File: config.mk
export PLATFORM = sky130hd
export DESIGN_NAME = exc_sequencer
export DESIGN_NICKNAME = d
export VERILOG_FILES = /design/src/rtl/exc_pkg.sv /design/src/rtl/exc_rel_sync.sv /design/src/rtl/exc_interval_timer.sv /design/src/rtl/exc_pos_counter.sv /design/src/rtl/exc_sequencer.sv
export SDC_FILE = /design/constraint.sdc
export NUM_CORES = 1
export LEC_CHECK = 0
export BUFFER_PORTS_ARGS = -buffer_cell sky130_fd_sc_hd__buf_4
export CAP_MARGIN = 10
export CELL_PAD_IN_SITES_DETAIL_PLACEMENT = 1
export CELL_PAD_IN_SITES_GLOBAL_PLACEMENT = 2
export CORE_MARGIN = 4
export CORE_UTILIZATION = 32
export CTS_BUF_LIST = sky130_fd_sc_hd__clkbuf_8
export DETAILED_ROUTE_END_ITERATION = 16
export GPL_TIMING_DRIVEN = 0
export PLACE_DENSITY = 0.77
export SYNTH_ARGS = -nofsm -noshare
export SYNTH_HDL_FRONTEND = slang
export SYNTH_SLANG_ARGS = --single-unit
File: constraint.sdc
create_clock -name clk_i -period 3.5 [get_ports clk_i]
set_input_delay 0.35 -clock clk_i [delete_from_list [all_inputs] [get_ports clk_i]]
set_output_delay 0.35 -clock clk_i [all_outputs]
set_load 0.005 [all_outputs]
File: src/rtl/exc_pkg.sv
package exc_pkg;
  typedef enum logic [2:0] {
    S_IDLE,
    S_WAIT,
    S_RUN,
    S_NEXT,
    S_DONE
  } seq_state_t;
endpackage

File: src/rtl/exc_rel_sync.sv
module exc_rel_sync #(
  parameter int STAGES = 2
) (
  input  logic clk_i,
  input  logic rst_ni,
  input  logic d_i,
  output logic q_o
);
  logic [STAGES-1:0] sync_q;

  generate
    for (genvar g = 0; g < STAGES; g++) begin : g_stage
      always_ff @(posedge clk_i or negedge rst_ni) begin
        if (!rst_ni) sync_q[g] <= 1'b0;
        else if (g == 0) sync_q[g] <= d_i;
        else sync_q[g] <= sync_q[(g > 0) ? g - 1 : 0];
      end
    end
  endgenerate

  assign q_o = sync_q[STAGES-1];
endmodule

File: src/rtl/exc_interval_timer.sv
module exc_interval_timer #(
  parameter int W = 24
) (
  input  logic         clk_i,
  input  logic         rst_ni,
  input  logic         en_i,
  input  logic [W-1:0] limit_i,
  output logic         tick_o
);
  logic [W-1:0] cnt_q;

  assign tick_o = en_i && (cnt_q == limit_i - W'(1));

  always_ff @(posedge clk_i or negedge rst_ni) begin
    if (!rst_ni)     cnt_q <= '0;
    else if (!en_i)  cnt_q <= '0;
    else if (tick_o) cnt_q <= '0;
    else             cnt_q <= cnt_q + W'(1);
  end
endmodule

File: src/rtl/exc_pos_counter.sv
module exc_pos_counter #(
  parameter int N_SAMP = 128,
  parameter int N_PER  = 3,
  parameter int N_CH   = 16,
  localparam int SA_W  = $clog2(N_SAMP),
  localparam int PER_W = (N_PER > 1) ? $clog2(N_PER) : 1,
  localparam int CH_W  = $clog2(N_CH)
) (
  input  logic            clk_i,
  input  logic            rst_ni,
  input  logic            clr_i,
  input  logic            step_i,
  input  logic            ch_adv_i,
  output logic [SA_W-1:0] samp_o,
  output logic [CH_W-1:0] chan_o,
  output logic            chan_end_o
);
  logic [SA_W-1:0]  samp_q;
  logic [PER_W-1:0] per_q;
  logic [CH_W-1:0]  chan_q;
  logic             samp_wrap;

  assign samp_wrap  = (samp_q == SA_W'(N_SAMP - 1));
  assign chan_end_o = samp_wrap && (per_q == PER_W'(N_PER - 1));

  always_ff @(posedge clk_i or negedge rst_ni) begin
    if (!rst_ni) begin
      samp_q <= '0;
      per_q  <= '0;
      chan_q <= '0;
    end else if (clr_i) begin
      samp_q <= '0;
      per_q  <= '0;
      chan_q <= '0;
    end else begin
      if (step_i) begin
        samp_q <= samp_wrap ? '0 : samp_q + SA_W'(1);
        if (samp_wrap) per_q <= chan_end_o ? '0 : per_q + PER_W'(1);
      end
      if (ch_adv_i) chan_q <= chan_q + CH_W'(1);
    end
  end

  assign samp_o = samp_q;
  assign chan_o = chan_q;
endmodule

File: src/rtl/exc_sequencer.sv
module exc_sequencer
  import exc_pkg::*;
#(
  parameter int N_SAMP   = 128,
  parameter int N_PER    = 3,
  parameter int N_CH     = 16,
  parameter int DATA_W   = 32,
  parameter int TICK_W   = 24,
  parameter int SYNC_STG = 2,
  localparam int SA_W    = $clog2(N_SAMP),
  localparam int CH_W    = $clog2(N_CH),
  localparam int NCH_W   = $clog2(N_CH + 1)
) (
  input  logic              clk_i,
  input  logic              rst_ni,
  input  logic              start_i,
  input  logic              abort_i,
  input  logic              is_master_i,
  input  logic [TICK_W-1:0] interval_i,
  input  logic [NCH_W-1:0]  n_chan_i,
  input  logic              rel_i,
  input  logic [DATA_W-1:0] samp_data_i,
  output logic              rel_pull_o,
  output logic [SA_W-1:0]   samp_addr_o,
  output logic [CH_W-1:0]   chan_o,
  output logic [DATA_W-1:0] mod_o,
  output logic              bus_req_o,
  output logic              hv_en_o,
  output logic              busy_o,
  output logic              done_o,
  output logic              fail_o
);
  seq_state_t        state_q, state_d;
  logic [TICK_W-1:0] iv_q;
  logic [CH_W-1:0]   last_ch_q, last_ch_d;
  logic [DATA_W-1:0] mod_q;
  logic              req_q, fail_q;
  logic              rel_s, tick, chan_end, accept, in_run;

  assign accept = (state_q == S_IDLE) && start_i && !abort_i;
  assign in_run = (state_q == S_RUN) && !abort_i;

  exc_rel_sync #(.STAGES(SYNC_STG)) u_sync (
    .clk_i (clk_i),
    .rst_ni(rst_ni),
    .d_i   (rel_i),
    .q_o   (rel_s)
  );

  exc_interval_timer #(.W(TICK_W)) u_timer (
    .clk_i  (clk_i),
    .rst_ni (rst_ni),
    .en_i   (in_run),
    .limit_i(iv_q),
    .tick_o (tick)
  );

  exc_pos_counter #(.N_SAMP(N_SAMP), .N_PER(N_PER), .N_CH(N_CH)) u_pos (
    .clk_i     (clk_i),
    .rst_ni    (rst_ni),
    .clr_i     (accept),
    .step_i    (tick),
    .ch_adv_i  ((state_q == S_NEXT) && (chan_o != last_ch_q) && !abort_i),
    .samp_o    (samp_addr_o),
    .chan_o    (chan_o),
    .chan_end_o(chan_end)
  );

  // clamp requested channel count to 1..N_CH
  always_comb begin
    if (n_chan_i == '0)                  last_ch_d = '0;
    else if (n_chan_i > NCH_W'(N_CH))    last_ch_d = CH_W'(N_CH - 1);
    else                                 last_ch_d = CH_W'(n_chan_i - NCH_W'(1));
  end

  always_comb begin
    state_d = state_q;
    unique case (state_q)
      S_IDLE: if (start_i) state_d = S_WAIT;
      S_WAIT: if (rel_s) state_d = S_RUN;
      S_RUN:  if (tick && chan_end) state_d = S_NEXT;
      S_NEXT: state_d = (chan_o == last_ch_q) ? S_DONE : S_RUN;
      S_DONE: state_d = S_IDLE;
      default: state_d = S_IDLE;
    endcase
    if (abort_i) state_d = S_IDLE;
  end

  always_ff @(posedge clk_i or negedge rst_ni) begin
    if (!rst_ni) begin
      state_q   <= S_IDLE;
      iv_q      <= TICK_W'(1);
      last_ch_q <= '0;
      mod_q     <= '0;
      req_q     <= 1'b0;
      fail_q    <= 1'b0;
    end else begin
      state_q <= state_d;
      req_q   <= tick;
      if (accept) begin
        iv_q      <= (interval_i == '0) ? TICK_W'(1) : interval_i;
        last_ch_q <= last_ch_d;
        fail_q    <= 1'b0;
      end
      if (abort_i) begin
        mod_q  <= '0;
        fail_q <= 1'b1;
      end else if (tick) begin
        mod_q <= samp_data_i;
      end
    end
  end

  assign rel_pull_o = (state_q == S_IDLE) || (state_q == S_DONE);
  assign busy_o     = (state_q == S_WAIT) || (state_q == S_RUN) || (state_q == S_NEXT);
  assign done_o     = (state_q == S_DONE);
  assign hv_en_o    = is_master_i && ((state_q == S_RUN) || (state_q == S_NEXT));
  assign mod_o      = mod_q;
  assign bus_req_o  = req_q;
  assign fail_o     = fail_q;
endmodule

Word level (Yosys, flattened, before mapping)
Index checks and enable logic that the tools add are counted.

operators by class
  add/sub/neg operators = 6
  equality and inequality tests = 12
  $lt $le $gt $ge = 1
  mux-type cells = 24
  reductions and logical operators = 24

operators by type and width
  cell                                                                    count
  24-bit 2-to-1 mux                                                       3
  32-bit 2-to-1 mux                                                       2
  24-bit by 1-bit adder with 24-bit output (second input constant)        1
  24-bit equality test                                                    1
  24-bit zero test                                                        1
  24-bit by 1-bit subtractor with 24-bit output (second input constant)   1
  7-bit 2-to-1 mux                                                        3
  4-bit 2-to-1 mux                                                        4
  3-bit 2-to-1 mux                                                        5
  3-bit case mux with 4 select lines                                      1
  2-bit nonzero test                                                      5
  1-bit logical AND                                                       9
  2-bit 2-to-1 mux                                                        4
  7-bit by 1-bit adder with 7-bit output (second input constant)          1
  7-bit equality test (second input constant)                             1
  3-bit by 2-bit equality test with 1-bit output (second input constant)  2
  3-bit inequality test (second input constant)                           2
  5-bit greater-than comparator (second input constant)                   1
  5-bit zero test                                                         1
  4-bit by 1-bit adder with 4-bit output (second input constant)          1
  4-bit equality test                                                     1
  1-bit logical OR                                                        4
  4-bit inequality test                                                   1
  4-bit by 1-bit subtractor with 4-bit output (second input constant)     1
  10 further kinds                                                        11

storage, ports and cells
  logic and storage cells = 79
  input bits = 67
  output and inout bits = 49
  flip-flop bits (word level) = 104

Depth between registers and ports, before layout
  depth in word-level cells = 7
  gate-level depth with buffers = 10
  depth with buffers taken out = 9

By module
Synthesis repeated with hierarchy kept, for this count alone.

unflattened totals
  cells, all modules = 584
  area, all modules = 5815.6 um2

modules (own cells, without submodules)
  module              area each (um2)  cells an instance  instances
  exc_sequencer       2852.7           226                1
  exc_interval_timer  2260.9           292                1
  exc_pos_counter     651.9            64                 1
  exc_rel_sync        50.0             2                  1

Worst setup path before layout
Ideal clock, no wire load.

  kind = register to register
  start point = register iv_q[0]
  end point = register mod_q[25], in the netlist mod_o[25]
  cell stages (with the launch flop) = 11
  path slack = 0.150 ns
  library setup time = 0.128 ns
  buffers on the path = 1
  data arrival time = 3.223 ns
  path through = dfstp_2 > inv_1 > ha_1 > xor2_1 > o211ai_1 > a221oi_1 > or4b_2 > nand3b_1 > nor4_4 > buf_6 > mux2_1

between the ends
  cells in the longest elaborated chain, start to end = 4

RTL lines
  element                                        line                      source
  start: declaration                             exc_sequencer.sv:34       logic [TICK_W-1:0] iv_q;
  start signal: assignment                       exc_sequencer.sv:101      iv_q <= (interval_i == '0) ? TICK_W'(1) : interval_i;
  24-bit by 1-bit subtractor with 24-bit output  exc_interval_timer.sv:12  assign tick_o = en_i && (cnt_q == limit_i - W'(1));
  24-bit equality test                           exc_interval_timer.sv:12
  1-bit logical AND                              exc_interval_timer.sv:12
  2-bit nonzero test (no source line)            -
  end signal: assignment                         exc_sequencer.sv:109      mod_q <= samp_data_i;
  end: declaration                               exc_sequencer.sv:36       logic [DATA_W-1:0] mod_q;

Every way passes these cells.
A chain may end at the register's enable or synchronous reset.

Worst setup path after layout
  start point = register iv_q[2]
  end point = register mod_q[16], in the netlist mod_o[16]

The elaborated chain is that of the path after synthesis.

==> flow_metrics.py <==
metrics = {
    "route": {
        "dr.pass1.iters": 4,
        "final_antenna_net_count": 0,
        "num_vias": 5005,
        "drt_wl_total_mm": 17.5,
        "initialDrtViolationCount": 123,
        "post-route-drc-count": 0,
        "wl_per_cell_um": 17.6,
        "avgViaCountPerCell": 5.04,
    },
    "critical_path": {
        "critPathRequiredTime_ns": 3.78,
        "cp_slowest_cell": "dfrtp_1",
        "critPathMaxStageDelay_ns": 0.54,
        "start_kind": "flop",
        "path_delay_family": "simple AND/OR/NAND/NOR gates",
        "crit_fanout": 10,
        "path_cells": "nor4_4, nand3_2, or4_1, a31oi_1, nand4b_4, nor4_4, buf_6, buf_6, mux2_2",
        "cp.arrival_ns": 3.62,
        "path_buf_inv": 2,
        "criticalPathCategory": "reg -> reg",
        "cp-end-kind": "flop",
    },
    "finish": {
        "final_nets": 831,
        "drive_above_1_share_pct": 24.5,
        "final_common_cell": "buf_4",
        "antennaDiodeCount": 0,
        "nFillCells": 2108,
        "area_delta_synth_final_pct": 27.2,
        "layout_common_cells": "126 x buf_4, 103 x dfrtp_1, 89 x nand2_1",
    },
    "synthesis": {
        "synth.avg_cell_area_sq_um": 9.38,
        "synth-seq-cells": 104,
        "synth_flop_cell": "dfrtp_1",
        "synth_edf_count": 0,
        "async_reset_ff_share_pct": 100,
        "synth_fp_nets": 694,
        "syn_area_sq_um": 5830,
        "yosysSeqAreaShare_pct": 44.6,
        "yosys.cell_types.count": 59,
        "postSynthCellCount": 622,
        "yosys_warnings": 0,
    },
    "clock_tree": {
        "cts_num_sinks": 104,
        "cts_buffers": 9,
        "cts_root_buf": "clkbuf_8",
        "htree_levels": 3,
        "clock_latency_ns": 0.41,
        "cts_tree": "yes",
        "cts_buffer_depth": 2,
        "clk_pin_slew_ns": 0.11,
    },
    "outcome": {
        "status": "complete, no violations",
    },
    "die": {
        "ios": 116,
        "die_w_um": 143,
        "coreArea_sq_um": 18000,
        "start_util_pct": 32.5,
        "die_area_sq_um": 20500,
        "num_rows": 49,
        "fp.dieH_um": 143,
    },
    "global_routing": {
        "grt_usage_pct": 17.4,
        "antenna_found_initial": 0,
        "grt-ovfl-total": 0,
        "grt_pass1_vias": 5532,
        "grt_start_max_net_pins": 59,
        "grt_pass1_wl_mm": 28.4,
    },
    "placed_design": {
        "dp_hpwl_mm": 13.4,
        "portBuffers": 115,
        "place.gp.congestion": 0.827,
        "dp_slack_ns": -0.575,
    },
    "timing": {
        "finalCritPeriodShare_pct": 95.3,
        "setup_ws_ns": 0.163,
        "hold_viol": 0,
        "setup-violations-final": 0,
        "drv_slew": 0,
        "fin_hold_ws_ns": 0.0556,
        "slew_headroom_pct": 49.2,
        "worst_slew_pin_slew_ns": 0.755,
        "fmax_ghz": 0.300,
        "finClkSkew_ns": 0.0309,
        "fin_crit_ns": 3.34,
    },
    "power_and_ir_drop": {
        "powerDensity_nw_per_um2": 384,
        "p_leak_nw": 3.34,
        "irDropWorstVdd_v": 0.000244,
    },
    "flow_run": {
        "maxCapViolCount": 0,
    },
    "worst_hold_path": {
        "min_path_type": "in -> reg",
    },
}
registers in the layout, summed over array words and instances (netlist names):
register and flops:
state_q 3, u_timer.cnt_q 24, iv_q 24, u_sync.sync_q 1, u_pos.samp_o 7, u_pos.chan_o 4
last_ch_q 4, u_pos.per_q 2, fail_o 1, u_sync.q_o 1, mod_o 32, bus_req_o 1
cell usage after synthesis (3+ instances only):
cell | count | area, sq um
and2_1 | 3 | 18.8
nand3_1 | 21 | 105
or3_1 | 4 | 25.0
and3_1 | 8 | 50.1
a21oi_1 | 10 | 50.1
o311a_1 | 3 | 30.0
o211ai_1 | 4 | 30.0
ha_1 | 5 | 62.6
nor3_1 | 15 | 75.1
buf_2 | 3 | 15.0
xnor2_1 | 27 | 236
nand3b_1 | 4 | 30.0
nor2_1 | 58 | 218
or4_1 | 6 | 45.0
clkbuf_1 | 20 | 75.1
nor4_1 | 19 | 119
nand2_1 | 89 | 334
inv_1 | 17 | 63.8
nor2b_1 | 22 | 138
or4b_2 | 3 | 30.0
a211o_1 | 3 | 26.3
a211oi_1 | 3 | 22.5
mux2_1 | 4 | 45.0
o31ai_1 | 3 | 22.5
or2_2 | 3 | 18.8
mux2_2 | 15 | 169
a31oi_1 | 3 | 18.8
a21o_1 | 4 | 30.0
nand4_1 | 10 | 62.6
mux2i_1 | 21 | 210
xor2_1 | 28 | 245
nand2b_1 | 31 | 194
dfrtp_1 | 103 | 2580
o21ai_0 | 15 | 75.1
final cells by class:
class	count	area, sq um	share of cell area (%)
multi-input combinational	475	3160	42.6
sequential	104	2600	35.1
timing repair buffer	126	972	13.1
tap	229	287	3.86
buffer	26	125	1.69
clock buffer	9	124	1.67
clock inverter	7	83.8	1.13
inverter	17	63.8	0.860
report_power, final:
group	leakage, nW	internal [mW]	switching (mW)	total (mW)
clock network	0.105	0.290	0.519	0.809
registers	1.39	1.28	0.116	1.39
logic	1.84	0.278	0.366	0.644
metrics by stage:
stage	util (%)	cells	area, sq um	TNS, ns	power, mW
after global routing	41.3	993	7420	-0.0358	3.03
after CTS	40.9	990	7350	0	2.86
final	41.3	993	7420	0	2.85
after global placement	38.9	966	6980	-27.37	1.98
after detailed placement	39.0	967	7010	-26.32	2.01
after floorplan	-	622	5830	0	1.76
path summary, 6_finish.rpt:
check | cells after the start | startpoint | endpoint | slack (ns)
min in group asynchronous | 2 | rst_ni | iv_q[1] | 0.50
setup reg to reg | 9 | iv_q[2] | mod_o[16] | 0.16
setup / recovery | 9 | iv_q[2] | mod_o[16] | 0.16
hold reg to reg | 0 | u_sync.sync_q[0] | u_sync.q_o | 0.36
max in group asynchronous | 3 | rst_ni | iv_q[0] | 2.26
hold / removal | 1 | rel_i | u_sync.sync_q[0] | 0.06
cell families after synthesis:
group | after synthesis | share of synthesized area (%)
AO/OA/AOI/OAI | 63 | 7.42
XOR/XNOR | 55 | 8.26
adder cells (fa/ha/maj) | 7 | 1.42
buffers and inverters | 43 | 3.15
flip-flops | 104 | 44.6
multiplexers | 40 | 7.27
AND/OR/NAND/NOR | 310 | 27.9
metal layers:
layer / GRT usage (%) / part of all wire [%]
met4: 4.50 / 1.4
met2: 29.2 / 49
met1: 22.2 / 45
met5: 0 / 0
met3: 4.66 / 4.9
repair_timing:
| item | 4_1_cts | 5_1_grt |
|---|---|---|
| hold buffers | 1 | 0 |
| endpoints found under the hold margin | 46 | 0 |
| pin swaps | 1 | 1 |
| endpoints found under the setup margin | 62 | 59 |
| resized for setup | 14 | 8 |
| buffers inserted | 6 | 3 |
Power figures use the tool's default switching activity.
